## src/rtl/tz_pkg.sv

```systemverilog
package tz_pkg;

    typedef enum logic [1:0] {
        ACT_HIZ  = 2'd0,
        ACT_HIGH = 2'd1,
        ACT_LOW  = 2'd2,
        ACT_PASS = 2'd3
    } tz_act_e;

    typedef enum logic {
        OST_ARMED,
        OST_TRIPPED
    } ost_state_e;

    typedef enum logic {
        EVT_QUIET,
        EVT_PULSE
    } evt_state_e;

    typedef enum logic {
        FLAG_CLEAR,
        FLAG_SET
    } flag_state_e;

endpackage

```

## src/rtl/tz_ost_latch.sv

```systemverilog
module tz_ost_latch
    import tz_pkg::*;
(
    input  logic clk,
    input  logic rst_n,
    input  logic trip_in,
    input  logic frc,
    input  logic clr,
    output logic latched
);

    ost_state_e state_q, state_d;
    logic       set_req;

    assign set_req = trip_in | frc;

    always_ff @(posedge clk or negedge rst_n) begin
        if (!rst_n) state_q <= OST_ARMED;
        else        state_q <= state_d;
    end

    always_comb begin
        state_d = state_q;
        unique case (state_q)
            OST_ARMED:   if (set_req)         state_d = OST_TRIPPED;
            OST_TRIPPED: if (clr && !set_req) state_d = OST_ARMED;
            default:                          state_d = OST_ARMED;
        endcase
    end

    always_comb begin
        latched = (state_q == OST_TRIPPED);
    end

    AST_OST_HOLD:   assert property (@(posedge clk) disable iff (!rst_n)
                        (latched && !clr) |=> latched);
    AST_OST_SET:    assert property (@(posedge clk) disable iff (!rst_n)
                        set_req |=> latched);
    AST_OST_CLEAR:  assert property (@(posedge clk) disable iff (!rst_n)
                        (clr && !set_req) |=> !latched);

endmodule

```

## src/rtl/tz_evt_chan.sv

```systemverilog
module tz_evt_chan
    import tz_pkg::*;
(
    input  logic clk,
    input  logic rst_n,
    input  logic evt_in,
    input  logic frc,
    input  logic clr,
    output logic active,
    output logic flag
);

    evt_state_e  pulse_q, pulse_d;
    flag_state_e flag_q,  flag_d;
    logic        hit;

    assign hit = evt_in | frc;

    always_ff @(posedge clk or negedge rst_n) begin
        if (!rst_n) begin
            pulse_q <= EVT_QUIET;
            flag_q  <= FLAG_CLEAR;
        end else begin
            pulse_q <= pulse_d;
            flag_q  <= flag_d;
        end
    end

    always_comb begin
        pulse_d = pulse_q;
        unique case (pulse_q)
            EVT_QUIET: if (hit)  pulse_d = EVT_PULSE;
            EVT_PULSE: if (!hit) pulse_d = EVT_QUIET;
            default:             pulse_d = EVT_QUIET;
        endcase
    end

    always_comb begin
        flag_d = flag_q;
        unique case (flag_q)
            FLAG_CLEAR: if (hit)         flag_d = FLAG_SET;
            FLAG_SET:   if (clr && !hit) flag_d = FLAG_CLEAR;
            default:                     flag_d = FLAG_CLEAR;
        endcase
    end

    always_comb begin
        active = (pulse_q == EVT_PULSE);
        flag   = (flag_q == FLAG_SET);
    end

    AST_PULSE_ENDS:  assert property (@(posedge clk) disable iff (!rst_n)
                         !hit |=> !active);
    AST_PULSE_START: assert property (@(posedge clk) disable iff (!rst_n)
                         hit |=> active);
    AST_FLAG_STICKY: assert property (@(posedge clk) disable iff (!rst_n)
                         (flag && !clr) |=> flag);
    AST_FLAG_SETWIN: assert property (@(posedge clk) disable iff (!rst_n)
                         hit |=> flag);

endmodule

```

## src/rtl/tz_out_mux.sv

```systemverilog
module tz_out_mux
    import tz_pkg::*;
(
    input  logic       pwm,
    input  logic       ost_on,
    input  logic       evt_on,
    input  logic [1:0] act_ost,
    input  logic [1:0] act_evt,
    output logic       drv,
    output logic       oe
);

    logic [1:0] sel;

    always_comb begin
        if (ost_on)      sel = act_ost;
        else if (evt_on) sel = act_evt;
        else             sel = ACT_PASS;
    end

    always_comb begin
        unique case (tz_act_e'(sel))
            ACT_HIZ:  begin oe = 1'b0; drv = 1'b0; end
            ACT_HIGH: begin oe = 1'b1; drv = 1'b1; end
            ACT_LOW:  begin oe = 1'b1; drv = 1'b0; end
            ACT_PASS: begin oe = 1'b1; drv = pwm;  end
            default:  begin oe = 1'b1; drv = pwm;  end
        endcase
    end

endmodule

```

## src/rtl/tz_override.sv

```systemverilog
module tz_override
    import tz_pkg::*;
#(
    parameter int NUM_OUT = 2
) (
    input  logic                 clk,
    input  logic                 rst_n,
    input  logic [NUM_OUT-1:0]   pwm_in,
    input  logic [2*NUM_OUT-1:0] act_ost,
    input  logic [2*NUM_OUT-1:0] act_evt,
    input  logic                 ost_in,
    input  logic                 frc_ost,
    input  logic                 clr_ost,
    input  logic [NUM_OUT-1:0]   evt_in,
    input  logic [NUM_OUT-1:0]   frc_evt,
    input  logic [NUM_OUT-1:0]   clr_evt,
    output logic [NUM_OUT-1:0]   pin_drv,
    output logic [NUM_OUT-1:0]   pin_oe,
    output logic [NUM_OUT:0]     status
);

    localparam int ACT_W = 2;

    logic               ost_on;
    logic [NUM_OUT-1:0] evt_on;
    logic [NUM_OUT-1:0] evt_flag;

    tz_ost_latch u_ost (
        .clk     (clk),
        .rst_n   (rst_n),
        .trip_in (ost_in),
        .frc     (frc_ost),
        .clr     (clr_ost),
        .latched (ost_on)
    );

    for (genvar i = 0; i < NUM_OUT; i++) begin : g_out
        tz_evt_chan u_evt (
            .clk    (clk),
            .rst_n  (rst_n),
            .evt_in (evt_in[i]),
            .frc    (frc_evt[i]),
            .clr    (clr_evt[i]),
            .active (evt_on[i]),
            .flag   (evt_flag[i])
        );

        tz_out_mux u_mux (
            .pwm     (pwm_in[i]),
            .ost_on  (ost_on),
            .evt_on  (evt_on[i]),
            .act_ost (act_ost[ACT_W*i +: ACT_W]),
            .act_evt (act_evt[ACT_W*i +: ACT_W]),
            .drv     (pin_drv[i]),
            .oe      (pin_oe[i])
        );

        AST_IDLE_PASS:  assert property (@(posedge clk) disable iff (!rst_n)
                            (!ost_on && !evt_on[i]) |-> (pin_oe[i] && (pin_drv[i] == pwm_in[i])));
        AST_OST_WINS:   assert property (@(posedge clk) disable iff (!rst_n)
                            (ost_on && evt_on[i] && act_ost[ACT_W*i +: ACT_W] == ACT_HIZ
                             && act_evt[ACT_W*i +: ACT_W] != ACT_HIZ) |-> !pin_oe[i]);
        AST_HIZ_QUIET:  assert property (@(posedge clk) disable iff (!rst_n)
                            !pin_oe[i] |-> !pin_drv[i]);
    end

    assign status = {evt_flag, ost_on};

endmodule

```

## config.mk

```make
export PLATFORM = sky130hd
export DESIGN_NAME = tz_override
export DESIGN_NICKNAME = d
export VERILOG_FILES = /design/src/rtl/tz_pkg.sv /design/src/rtl/tz_ost_latch.sv /design/src/rtl/tz_evt_chan.sv /design/src/rtl/tz_out_mux.sv /design/src/rtl/tz_override.sv
export SDC_FILE = /design/constraint.sdc
export NUM_CORES = 1
export LEC_CHECK = 0
export CAP_MARGIN = 20
export CORE_AREA = 4 4 41 43
export DETAILED_ROUTE_END_ITERATION = 8
export DIE_AREA = 0 0 45 47
export PLACE_DENSITY_LB_ADDON = 0.2
export SLEW_MARGIN = 15
export SYNTH_ARGS = -nofsm -noshare
export SYNTH_HDL_FRONTEND = slang
export SYNTH_HIERARCHICAL = 1
export SYNTH_SLANG_ARGS = --single-unit
```

## constraint.sdc

```tcl
create_clock -name clk -period 0.8 [get_ports clk]
set_input_delay 0.12 -clock clk [delete_from_list [all_inputs] [get_ports clk]]
set_output_delay 0.12 -clock clk [all_outputs]
set_load 0.1 [all_outputs]
```

==> reports/qor.csv <==
stage,metric,value,unit
worst_setup_path,arrival,1.29,ns
detailed_routing,routedWlPerCell,10.1,um
yosys,avgSynthCellArea,9.10,um^2
die,core,1300,um^2
status,status,"finished, violations left",
timing,tns,-3.38,ns
timing,fmax,0.711,GHz
cells_and_area,drive_gt1_share,39.4,%
placement,gp_congestion,0.693,
timing,layout_setup_ws,-0.607,ns
cells_and_area,utilization,62.1,%
yosys,synth-seq-cells,5,
clock_tree,cts.sinks,5,
die,ios,28,
global_routing,track_usage,8.25,%
detailed_routing,drt-initial-drc-count,1,
timing,fin_skew,0,ns
detailed_routing,dr.pass1.iters,4,
clock_tree,cts_hold_buf,0,
cells_and_area,regArea,134,um^2
cells_and_area,antenna_cells,0,
timing,final-hold-violation-count,0,
yosys,ys_types,12,
clock_tree,numCtsBuffers,3,
status,violations,setup timing,
global_routing,grt_max_degree,6,
clock_tree,htreeDepth,1,
cells_and_area,finalNetCount,88,
timing,setup_violations,8,
min_path,hold_path_class,in2async,
global_routing,antenna_found_initial,0,
yosys,synthCells,33,
timing,rsz0062_at_grt,true,
clock_tree,clk_path_buf_depth,2,
worst_setup_path,path_class,reg2out,
worst_setup_path,worstReg2RegStart,u_ost/latched$_DFF_PN0_,
detailed_routing,finalWirelength,818,um
cells_and_area,final_common_cell,clkdlybuf4s50_1,
timing,slew_headroom,81.9,%
yosys,ys_seq_area_share,41.7,%
detailed_routing,num_vias,346,
timing,worstMarginPinSlew,0.270,ns
yosys,syn-num-nets,54,
worst_setup_path,critical_path_required,0.68,ns
power,power_density,1320,nW/um^2
global_routing,grt_pass1_wl,1240,um
placement,dp_hpwl,709,um
detailed_routing,antenna_left,0,
cells_and_area,final_cell_mix,"clkdlybuf4s50_1, buf_12, inv_1",
power,peakVddDrop,0.594,mV
clock_tree,path_clk_slew,0.04,ns
worst_setup_path,r2r_setup_slack,-0.16,ns
clock_tree,ctsRootBufferMaster,clkbuf_4,
flow_run,drv_cap,0,
cells_and_area,multiInputGateArea,224,um^2
clock_tree,cts_tree,done,
worst_setup_path,start_kind,flip-flop,
timing,fin_crit_sh,176,%
cells_and_area,final_area,808,um^2
power,leakagePower,0.353,nW
detailed_routing,drcViolationCount,0,
placement,port_buffers,27,
die,placementRows,13,
worst_setup_path,critPathCaptureType,primary output,
worst_setup_path,regToRegEndpoint,u_ost/latched$_DFF_PN0_,
die,die_h,47,um
worst_setup_path,critical_path.max_fanout,5,
die,initial_core_util,23.1,%
worst_setup_path,worstRegToRegCells,4,
yosys,synth_area,300,um^2
global_routing,overflow,0,
cells_and_area,syn_to_final_growth,169,%
die,die_area,2120,um^2
placement,postPlaceCellArea,753,um^2
timing,period_needed,1.41,ns
die,chipWidth,45,um
detailed_routing,viasPerCell,4.27,
power,power,1.07,mW
global_routing,grt_pass1_vias,338,
cells_and_area,fillers,113,
yosys,yosysWarnings,6,
clock_tree,clkLatencyLatePin,0.23,ns
timing,report.final.slew_viol_count,0,
metal layers:
metal | track usage (%) | wire [um] | vias to the layer above
met2 | 14.1 | 408 | 20
met1 | 7.83 | 289 | 148
li1 | - | - | 176
met3 | 3.07 | 109 | 2
met4 | 7.02 | 11 | 0
met5 | 0 | 0 | -
sequential cells by signal, indices dropped and copies added, names as in the netlist:
| signal | count |
|---|---|
| u_ost/latched | 1 |
| g_out.u_evt/active | 2 |
| g_out.u_evt/flag | 2 |
repair_timing:
action,in CTS,in global routing
pin swaps,0,1
gates cloned,0,0
setup endpoints to repair,8,8
gates resized for setup,1,2
setup buffers,1,0
synth_stat cells:
library cell	instances	area, um^2
inv_1	7	26.3
dfrtp_1	5	125
a21oi_1	4	20.0
nor2_1	3	11.3
a21o_1	2	15.0
nor2b_1	2	12.5
nor4b_2	2	30.0
o211ai_1	2	15.0
o31ai_1	2	15.0
or2_4	2	17.5
buf_4	1	7.51
o21ai_1	1	5.00
through the flow:
| step | worst slack, ns | hold slack (ns) | instances |
|---|---|---|---|
| floorplan | -0.696 | -0.176 | 33 |
| global placement | -0.519 | 0.359 | 76 |
| detailed placement | -0.529 | 0.366 | 76 |
| CTS | -0.627 | 0.114 | 81 |
| global route | -0.651 | 0.118 | 81 |
| finish | -0.607 | 0.111 | 81 |
power by group:
group | internal, mW | leakage, nW | switching [mW] | total [mW]
combinational | 0.241 | 0.289 | 0.265 | 0.506
clock | 0.188 | 0.0150 | 0.0873 | 0.275
sequential | 0.270 | 0.0487 | 0.0153 | 0.285
total | 0.698 | 0.353 | 0.368 | 1.07
how the worst max path moves through the flow:
stage / slack (ns) / end / startpoint
final: -0.61 / pin_drv[1] / u_ost/latched$_DFF_PN0_
after global routing: -0.65 / pin_drv[1] / u_ost/latched$_DFF_PN0_
after CTS: -0.63 / pin_oe[1] / u_ost/latched$_DFF_PN0_
after detailed placement: -0.53 / pin_drv[1] / act_evt[2]
after global placement: -0.52 / pin_drv[1] / act_evt[2]
after floorplan: -0.70 / pin_drv[0] / g_out[0].u_evt/active$_DFF_PN0_
cells by family after synthesis:
group / after synthesis / share of synthesized area, %
buffers and inverters: 8 / 11.3
flip-flops: 5 / 41.7
AO/OA/AOI/OAI: 11 / 23.3
AND/OR/NAND/NOR: 9 / 23.8
worst max-delay path: stages (launching register included):
cell,delay [ns]
dfrtp_2,0.45
buf_12,0.16
o211ai_1,0.13
o31ai_4,0.13
buf_12,0.18
area by class of cell:
cell class	instances	share of cell area [%]
Clock buffer	4	3.25
Inverter	7	3.25
Multi-Input combinational cell	20	27.7
Sequential cell	5	16.6
Tap cell	15	2.32
Timing Repair Buffer	30	46.9
Power figures use the tool's default switching activity.
